===== config.mk =====
export PLATFORM = sky130hd
export DESIGN_NAME = array_multiplier
export DESIGN_NICKNAME = d
export VERILOG_FILES = /design/src/rtl/amul_pkg.sv /design/src/rtl/amul_cell.sv /design/src/rtl/amul_row.sv /design/src/rtl/amul_grid.sv /design/src/rtl/amul_slot.sv /design/src/rtl/array_multiplier.sv
export SDC_FILE = /design/constraint.sdc
export NUM_CORES = 1
export LEC_CHECK = 0
export ABC_CLOCK_PERIOD_IN_PS = 5250
export CORE_MARGIN = 3
export CORE_UTILIZATION = 43
export DETAILED_ROUTE_END_ITERATION = 6
export PLACE_DENSITY = 0.88
export SYNTH_ARGS = -nofsm -noshare
export SYNTH_HDL_FRONTEND = slang
export SYNTH_SLANG_ARGS = --single-unit

===== constraint.sdc =====
create_clock -name clk -period 5.25 [get_ports clk]
set_input_delay 0.525 -clock clk [delete_from_list [all_inputs] [get_ports clk]]
set_output_delay 0.525 -clock clk [all_outputs]
set_load 0.005 [all_outputs]

===== src/rtl/amul_pkg.sv =====
package amul_pkg;

  // Result of one full-adder stage
  typedef struct packed {
    logic carry;
    logic sum;
  } fa_res_t;

  function automatic fa_res_t full_add(input logic x, input logic y, input logic z);
    fa_res_t r;
    r.sum   = x ^ y ^ z;
    r.carry = (x & y) | (x & z) | (y & z);
    return r;
  endfunction

endpackage


===== src/rtl/amul_cell.sv =====
module amul_cell
  import amul_pkg::*;
(
  input  logic a_bit,
  input  logic b_bit,
  input  logic sum_in,
  input  logic carry_in,
  output logic sum_out,
  output logic carry_out
);

  logic    pp_bit;
  fa_res_t fa;

  assign pp_bit    = a_bit & b_bit;
  assign fa        = full_add(pp_bit, sum_in, carry_in);
  assign sum_out   = fa.sum;
  assign carry_out = fa.carry;

endmodule


===== src/rtl/amul_row.sv =====
module amul_row #(
  parameter int WIDTH = 4
) (
  input  logic [WIDTH-1:0] a,
  input  logic             b_bit,
  input  logic [WIDTH-1:0] sum_in,
  output logic [WIDTH-1:0] sum_out,
  output logic             carry_out
);

  // ripple chain: chain[0] is the row carry-in (zero), chain[WIDTH] leaves
  logic [WIDTH:0] chain;

  assign chain[0] = 1'b0;

  for (genvar j = 0; j < WIDTH; j++) begin : g_cell
    amul_cell u_cell (
      .a_bit    (a[j]),
      .b_bit    (b_bit),
      .sum_in   (sum_in[j]),
      .carry_in (chain[j]),
      .sum_out  (sum_out[j]),
      .carry_out(chain[j+1])
    );
  end

  assign carry_out = chain[WIDTH];

endmodule


===== src/rtl/amul_grid.sv =====
module amul_grid #(
  parameter int WIDTH = 4,
  localparam int PW = 2 * WIDTH
) (
  input  logic [WIDTH-1:0] a,
  input  logic [WIDTH-1:0] b,
  output logic [PW-1:0]    prod
);

  logic [WIDTH-1:0] row_in  [WIDTH];
  logic [WIDTH-1:0] row_sum [WIDTH];
  logic             row_cy  [WIDTH];

  for (genvar r = 0; r < WIDTH; r++) begin : g_row
    if (r == 0) begin : g_top
      assign row_in[0] = '0;
    end else begin : g_link
      // previous row shifted down one place, its carry entering at the top
      for (genvar j = 0; j < WIDTH; j++) begin : g_wire
        if (j == WIDTH - 1) begin : g_msb
          assign row_in[r][j] = row_cy[r-1];
        end else begin : g_mid
          assign row_in[r][j] = row_sum[r-1][j+1];
        end
      end
    end

    amul_row #(.WIDTH(WIDTH)) u_row (
      .a        (a),
      .b_bit    (b[r]),
      .sum_in   (row_in[r]),
      .sum_out  (row_sum[r]),
      .carry_out(row_cy[r])
    );

    // each row settles one low product bit
    assign prod[r] = row_sum[r][0];
  end

  // upper half from the last row
  for (genvar j = 1; j < WIDTH; j++) begin : g_hi
    assign prod[WIDTH-1+j] = row_sum[WIDTH-1][j];
  end
  assign prod[PW-1] = row_cy[WIDTH-1];

endmodule


===== src/rtl/amul_slot.sv =====
module amul_slot #(
  parameter int DW = 8
) (
  input  logic          clk,
  input  logic          rst,
  input  logic          in_valid,
  output logic          in_ready,
  input  logic [DW-1:0] in_data,
  output logic          out_valid,
  input  logic          out_ready,
  output logic [DW-1:0] out_data
);

  logic          full_q;
  logic [DW-1:0] data_q;
  logic          take;

  assign in_ready  = !full_q || out_ready;
  assign take      = in_valid && in_ready;
  assign out_valid = full_q;
  assign out_data  = data_q;

  always_ff @(posedge clk) begin
    if (rst) begin
      full_q <= 1'b0;
    end else if (take) begin
      full_q <= 1'b1;
    end else if (out_ready) begin
      full_q <= 1'b0;
    end
  end

  always_ff @(posedge clk) begin
    if (take) begin
      data_q <= in_data;
    end
  end

endmodule


===== src/rtl/array_multiplier.sv =====
module array_multiplier #(
  parameter int WIDTH = 4,
  localparam int PW = 2 * WIDTH
) (
  input  logic             clk,
  input  logic             rst,
  input  logic             in_valid,
  output logic             in_ready,
  input  logic [WIDTH-1:0] in_a,
  input  logic [WIDTH-1:0] in_b,
  output logic             out_valid,
  input  logic             out_ready,
  output logic [PW-1:0]    out_prod
);

  logic [PW-1:0] grid_prod;

  amul_grid #(.WIDTH(WIDTH)) u_grid (
    .a   (in_a),
    .b   (in_b),
    .prod(grid_prod)
  );

  amul_slot #(.DW(PW)) u_slot (
    .clk      (clk),
    .rst      (rst),
    .in_valid (in_valid),
    .in_ready (in_ready),
    .in_data  (grid_prod),
    .out_valid(out_valid),
    .out_ready(out_ready),
    .out_data (out_prod)
  );

endmodule


# [Word-level counts from Yosys, hierarchy flattened]
# Index checks and enable logic that the tools add are counted.
[totals] reg_bits=9 word_cells=88 input_bits=12 out_inout_bits=10
[op_classes] n_reduce_logical=4 bitwise=80 mux=2
[ops] cell="$and A1 B1 Y1" n=44
[ops] cell="$xor A1 B1 Y1" n=20
[ops] cell="$or A1 B1 Y1" n=16
[ops] cell="$mux W1" n=2
[ops] cell="$reduce_bool A2 Y1" n=1
[ops] cell="$logic_and A1 B1 Y1" n=1
[ops] cell="$logic_not A1 Y1" n=1
[ops] cell="$logic_or A1 B1 Y1" n=1

# [Depth between registers and ports, before layout]
# Gate-level depths: netlist of run 1.
[depth] depth_word=20 mapped_depth=13 ltp_nobuf=13

# [Hierarchy]
# Synthesis of run 1 repeated with hierarchy kept, for this count alone.
[hier_totals] cells_unflattened=115 hier_area_um2=942.2
[by_module_without_submodules] mod="amul_cell" area_each_um2=38.8 seq_area_each_um2=0.0 cells_per_inst=6 n_inst=16
[by_module_without_submodules] mod="amul_slot" area_each_um2=295.3 seq_area_each_um2=260.2 cells_per_inst=13 n_inst=1
[by_module_without_submodules] mod="amul_row" area_each_um2=3.8 seq_area_each_um2=0.0 cells_per_inst=1 n_inst=4
[by_module_without_submodules] mod="amul_grid" area_each_um2=11.3 seq_area_each_um2=0.0 cells_per_inst=2 n_inst=1

# [Worst setup path before layout of run 1]
# No wires, ideal clock.
[synth_path] kind="input-to-reg" start="input port in_a[0]" end="register u_slot.data_q[6] (netlist: u_slot.out_data[6]), data pin" required_ns=4.981 cell_stages=13 setup_ns=0.269 path_buffers=0 arrival_time_ns=3.601 slack_ns=1.380 cell_sequence="and2_1 -> ha_1 -> inv_1 -> fa_1 -> fa_1 -> inv_1 -> fa_1 -> inv_1 -> fa_1 -> inv_1 -> fa_1 -> fa_1 -> fa_1"
[synth_between] elab_chain_cells=18 word_cells_on_any_way=51 cone_classes="51 x bitwise"
[synth_rtl] element="from (decl)" line="array_multiplier.sv:9" rtl="input logic [WIDTH-1:0] in_a,"
[synth_rtl] element="$and A1 B1 Y1" line="amul_cell.sv:15" rtl="assign pp_bit = a_bit & b_bit;"
[synth_rtl] element="$and A1 B1 Y1 (2 in series)" line="amul_pkg.sv:12" rtl="r.carry = (x & y) | (x & z) | (y & z);"
[synth_rtl] element="$or A1 B1 Y1 (2 in series)" line="amul_pkg.sv:12"
[synth_rtl] element="$and A1 B1 Y1" line="amul_pkg.sv:12"
[synth_rtl] element="$or A1 B1 Y1 (2 in series)" line="amul_pkg.sv:12"
[synth_rtl] element="$xor A1 B1 Y1 (3 in series)" line="amul_pkg.sv:11" rtl="r.sum = x ^ y ^ z;"
[synth_rtl] element="$and A1 B1 Y1" line="amul_pkg.sv:12"
[synth_rtl] element="$or A1 B1 Y1 (2 in series)" line="amul_pkg.sv:12"
[synth_rtl] element="$and A1 B1 Y1" line="amul_pkg.sv:12"
[synth_rtl] element="$or A1 B1 Y1 (2 in series)" line="amul_pkg.sv:12"
[synth_rtl] element="$xor A1 B1 Y1 (*)" line="amul_pkg.sv:11"
[synth_rtl] element="via u_grid.g_row[3].u_row.g_cell[3].u_cell.sum_out" line="amul_cell.sv:8" rtl="output logic sum_out,"
[synth_rtl] element="to (signal assigned)" line="amul_slot.sv:35" rtl="data_q <= in_data;"
[synth_rtl] element="to (decl)" line="amul_slot.sv:15" rtl="logic [DW-1:0] data_q;"
# Mark *: on every way through the listed nets, which the timed path passes. The rest lies on a longest branch.
# A chain may end at the register's enable or synchronous reset.

# [Final worst setup path of run 1]
[layout_path] start="input port in_b[1]" end="register u_slot.data_q[6] (netlist: u_slot.out_data[6]), data pin"
[layout_between] elab_chain_cells=18 word_cells_on_any_way=56 cone_classes="56 x bitwise"
[layout_rtl] element="from (decl)" line="array_multiplier.sv:10" rtl="input logic [WIDTH-1:0] in_b,"
[layout_rtl] element="$and A1 B1 Y1" line="amul_cell.sv:15"
[layout_rtl] element="$and A1 B1 Y1 (2 in series)" line="amul_pkg.sv:12"
[layout_rtl] element="$or A1 B1 Y1 (2 in series)" line="amul_pkg.sv:12"
[layout_rtl] element="$and A1 B1 Y1" line="amul_pkg.sv:12"
[layout_rtl] element="$or A1 B1 Y1 (2 in series)" line="amul_pkg.sv:12"
[layout_rtl] element="$xor A1 B1 Y1 (3 in series)" line="amul_pkg.sv:11"
[layout_rtl] element="$and A1 B1 Y1" line="amul_pkg.sv:12"
[layout_rtl] element="$or A1 B1 Y1 (2 in series)" line="amul_pkg.sv:12"
[layout_rtl] element="$and A1 B1 Y1" line="amul_pkg.sv:12"
[layout_rtl] element="$or A1 B1 Y1 (2 in series)" line="amul_pkg.sv:12"
[layout_rtl] element="$xor A1 B1 Y1 (*)" line="amul_pkg.sv:11"
[layout_rtl] element="via u_grid.g_row[3].u_row.g_cell[3].u_cell.sum_out" line="amul_cell.sv:8"
# Marks and branches as above.

==> results of run 1 <==
state kept, by name, indices dropped and copies added, names as in the netlist:
signal and flops:
u_slot.out_data 8, u_slot.out_valid 1
cell type report:
class,count,area [µm²]
tap,15,18.8
fill,103,455
clock buffer,4,26.3
inverter,9,33.8
timing repair buffer,21,210
multi-input combinational,31,329
sequential,9,260
worst max-delay path, stage by stage:
cell and delay [ns]:
clkdlybuf4s50_1 0.52, and2_1 0.15, ha_1 0.14, inv_1 0.05, fa_1 0.37, fa_1 0.49
inv_1 0.05, fa_1 0.38, inv_1 0.07, fa_1 0.15, inv_1 0.05, fa_1 0.45
fa_1 0.41, fa_1 0.44
routing by layer:
| layer | GRT usage [%] | vias up | wire length, µm |
|---|---|---|---|
| met4 | 9.04 | 0 | 18 |
| met2 | 23.5 | 14 | 575 |
| li1 | - | 201 | - |
| met5 | 0 | - | 0 |
| met3 | 1.22 | 3 | 57 |
| met1 | 14.5 | 196 | 372 |
power by group:
part | internal (mW) | switching [mW]
sequential | 0.0902 | 0.00229
combinational | 0.0342 | 0.0229
clock | 0.0292 | 0.0220
total | 0.154 | 0.0472
cell families after synthesis:
kind of cell | share of synthesized area (%)
AOI/OAI and AO/OA | 1.41
adders and majority gates | 33.7
buffers and inverters | 5.42
DFF | 41.8
and+or+nand+nor | 17.7
worst paths after layout:
check	slack (ns)	depth (start not counted)	from	end
worst max-delay path	0.98	14	in_b[1]	u_slot.out_data[6]$_DFFE_PP_
worst min-delay path	0.52	2	u_slot.out_valid$_SDFFE_PP0P_	u_slot.out_valid$_SDFFE_PP0P_
worst max register to register	4.34	2	u_slot.out_valid$_SDFFE_PP0P_	u_slot.out_data[0]$_DFFE_PP_
worst min register to register	0.52	2	u_slot.out_valid$_SDFFE_PP0P_	u_slot.out_valid$_SDFFE_PP0P_
cells in the mapped netlist:
master     n  area (µm²)
and2_1    11        68.8
inv_1      9        33.8
edfxtp_1   8         240
fa_1       8         160
nand2_1    5        18.8
ha_1       4        50.1
a21oi_2    1        8.76
and2_4     1        8.76
dfxtp_1    1        20.0
nand2b_4   1        13.8
through the flow:
stage               instance area [µm²]  hold WS (ns)  setup slack, ns  util [%]
floorplan                           623         0.500             1.38         -
global placement                    852         0.491            0.767      63.9
detailed placement                  852         0.525            0.701      63.9
CTS                                 878         0.532            0.967      65.9
global route                        878         0.543            0.807      65.9
finish                              878         0.521            0.978      65.9
==> flow_summary.toml, run 1 <==
[status]
status = "finished, final reports clean"

[global_routing]
grt_pass1_wl_um = 1790
grt_max_degree = 9
first_global_vias = 423
globalRouteOverflowTotal = 0
grt_use_total_pct = 13.1
antenna_found_initial = 0

[die]
core.rowCount = 13
pin_count = 22
start_util_pct = 46.7
dieArea_um2 = 1940
die_h_um = 44.1
chipWidth_um = 44.1
core_area_um2 = 1330

[placed_design]
dp_cells = 85
io_buffers = 21
gp_congestion = 0.725
dp_hpwl_um = 933

[clocking]
clock-sinks = 9
cts_tree = "built"
post-cts-setup-buffers = 0
cts_resized = 0
cts_buffers = 3
clockBufferDepth = 2
cts_hold_buf = 0
clk_pin_slew_ns = 0.06
clock_latency_ns = 0.26
root_buffer = "clkbuf_4"
htreeDepth = 1

[route]
via_per_inst = 4.65
drt_wl_total_um = 1020
drc = 0
drtIter0Drc = 10
first_pass_iters = 3
num_vias = 414
ant_nets = 0
wl_per_cell_um = 11.5

[logic_synthesis]
ys_ff_latch = 9
synth_warnings = 0
synth_seq_area_share_pct = 41.8
ys_types = 10
avgSynthCellArea_um2 = 12.7
postSynthCellCount = 49
syn_area_um2 = 623
synth_nets = 73

[setup_path]
end_kind = "flip-flop"
worstSetupPathType = "in -> reg"
critPathRequiredTime_ns = 5.25
path_max_fanout = 4
critPathLaunchType = "input port"
worstPathArrival_ns = 4.27

[final_layout]
antenna_cells = 0
most-common-layout-cells = "clkdlybuf4s50_1 (21), and2_1 (11), inv_1 (9)"
syn2layout_area_growth_pct = 41.0
final_common_cell = "clkdlybuf4s50_1"
nNetsFinal = 99
layoutNonFillerInstCount = 89
drive_gt1_share_pct = 8.11

[min_path]
holdCritPathClass = "reg -> reg"

[sta]
slew_headroom_pct = 90.7
fin_crit_ns = 4.27
setup_viol = 0
worst_pin_slew_ns = 0.138
finalMaxSlewViolations = 0
finalSetupTns_ns = 0
finClkSkew_ns = 0.00324
min_period_over_period_pct = 81.4
rsz0062_at_grt = "false"
hold_viol = 0
fmax_mhz = 234

[run]
max-cap-violations = 0

[power_and_ir_drop]
powerDensity_nw_per_um2 = 229
p_leak_nw = 0.386
ir_worst_vdd_v = 0.0000983
p_total_mw = 0.201
Note: power is estimated with default switching activity, not from simulation.
==> run 2, diff against run 1 <==
ABC_CLOCK_PERIOD_IN_PS = 3700   (was 5250)
CORE_UTILIZATION = 39   (was 43)
PLACE_DENSITY = 0.85   (was 0.88)
clock period = 3.7 ns   (was 5.25 ns; I/O delays follow)
==> flow_summary.toml, run 2 (synthesis results as in run 1) <==
[status]
status = "finished, final reports clean"

[route]
via_per_inst = 4.57
met1_length_um = 416
drc = 0
top_layer = "met4"
wl_met3_um = 57
wl_per_cell_um = 10.4
drtIter0Drc = 6
wl_met2_um = 488
first_pass_iters = 2
ant_nets = 0
drt_wl_total_um = 990
num_vias = 434

[final_layout]
design_area_um2 = 938
most-common-layout-cells = "clkdlybuf4s50_1 (16), and2_1 (9), edfxtp_1 (8)"
drive_gt1_share_pct = 36.3
largest_reg_flops = 8
antenna_cells = 0
syn2layout_area_growth_pct = 50.6
final_common_cell = "clkdlybuf4s50_1"
layoutNonFillerInstCount = 95
nNetsFinal = 105

[clocking]
clock-sinks = 9
clk_pin_slew_ns = 0.06
clock_latency_ns = 0.25
htreeDepth = 1
clockBufferDepth = 2
cts_tree = "built"
root_buffer = "clkbuf_4"
cts_buffers = 3
post-cts-setup-buffers = 0

[setup_path]
worstPathArrival_ns = 3.58
end_kind = "flip-flop"
worstSetupPathType = "in -> reg"
path_max_fanout = 2
reg2reg_depth = 2
critPathRequiredTime_ns = 3.69
critPathLaunchType = "input port"

[global_routing]
globalRouteOverflowTotal = 0
first_global_vias = 416
grt_max_degree = 9
antenna_found_initial = 0
grt_use_total_pct = 12.2
grt_pass1_wl_um = 1750

[sta]
setup_viol = 0
finalMaxSlewViolations = 0
worst_pin_slew_ns = 0.140
min_period_over_period_pct = 97.0
finalSetupTns_ns = 0
fmax_mhz = 279
hold_viol = 0
hold_slack_ns = 0.506
fin_crit_ns = 3.59
timing.final.ws_setup_ns = 0.111
finClkSkew_ns = 0.00475
rsz0062_at_grt = "false"
slew_headroom_pct = 90.6

[placed_design]
place_area_um2 = 900
dp_hpwl_um = 882
gp_congestion = 0.750
dp_cells = 91
pre_cts_slack_ns = -0.597
io_buffers = 21

[power_and_ir_drop]
ir_worst_vdd_v = 0.000107
powerDensity_nw_per_um2 = 309
p_leak_nw = 0.410

[min_path]
holdCritPathClass = "reg -> reg"
hold_depth = 2

[run]
max-cap-violations = 0

[die]
dieArea_um2 = 2110
die_h_um = 46.0
core.rowCount = 13
start_util_pct = 44.5
core_area_um2 = 1400
pin_count = 22
chipWidth_um = 46.0
[run 2: changes by cell type in the layout (fill, tap and decap cells not counted), sizes merged]
cell / change
buf: +8
clkdlybuf4s15: +1
clkdlybuf4s50: -5
clkbuf: +1
dlygate4sd2: +1
[run 2: routing by layer]
| metal | GRT usage, % | vias up |
|---|---|---|
| li1 | - | 213 |
| met3 | 2.77 | 2 |
| met2 | 18.1 | 14 |
| met1 | 15.4 | 205 |
| met4 | 8.52 | 0 |
| met5 | 0 | - |
[run 2: power breakdown]
| group | total, mW | internal (mW) | switching (mW) |
|---|---|---|---|
| combinational | 0.0882 | 0.0533 | 0.0349 |
| clock | 0.0702 | 0.0412 | 0.0290 |
| sequential | 0.131 | 0.128 | 0.00331 |
| total | 0.290 | 0.223 | 0.0672 |
[run 2: stage by stage]
stage	power [mW]	utilization (%)
after floorplan	0.169	-
after global placement	0.217	64.3
final	0.290	67.1
after global routing	0.313	67.1
after CTS	0.293	68.3
after detailed placement	0.220	64.3
[run 2: cell type report]
class                      count  area, µm²
clock buffer                   4       26.3
fill                         107        460
inverter                       9       33.8
multi-input combinational     31        359
sequential                     9        260
tap                           15       18.8
timing repair buffer          27        240
[run 2: path summary, 6_finish.rpt]
path	endpoint	slack, ns	startpoint
min reg2reg	u_slot.out_valid$_SDFFE_PP0P_	0.51	u_slot.out_valid$_SDFFE_PP0P_
max	u_slot.out_data[6]$_DFFE_PP_	0.11	in_a[1]
min	u_slot.out_valid$_SDFFE_PP0P_	0.51	u_slot.out_valid$_SDFFE_PP0P_
max reg2reg	u_slot.out_data[0]$_DFFE_PP_	2.79	u_slot.out_valid$_SDFFE_PP0P_
[run 2: worst max-delay path, stage by stage]
cell             delay [ns]
clkdlybuf4s15_2        0.18
and2_4                 0.14
ha_4                   0.12
inv_2                  0.03
fa_2                   0.32
fa_1                   0.45
inv_2                  0.07
fa_2                   0.18
inv_2                  0.03
fa_2                   0.52
inv_2                  0.04
fa_2                   0.35
fa_2                   0.35
fa_1                   0.44
[run 2: repair_timing]
action                                  4_1_cts  5_1_grt
endpoints found under the setup margin        3        2
hold buffers                                  0        0
gates cloned                                  0        0
endpoints found under the hold margin         0        0
pin swaps                                    10       10
gates resized for setup                      21        7
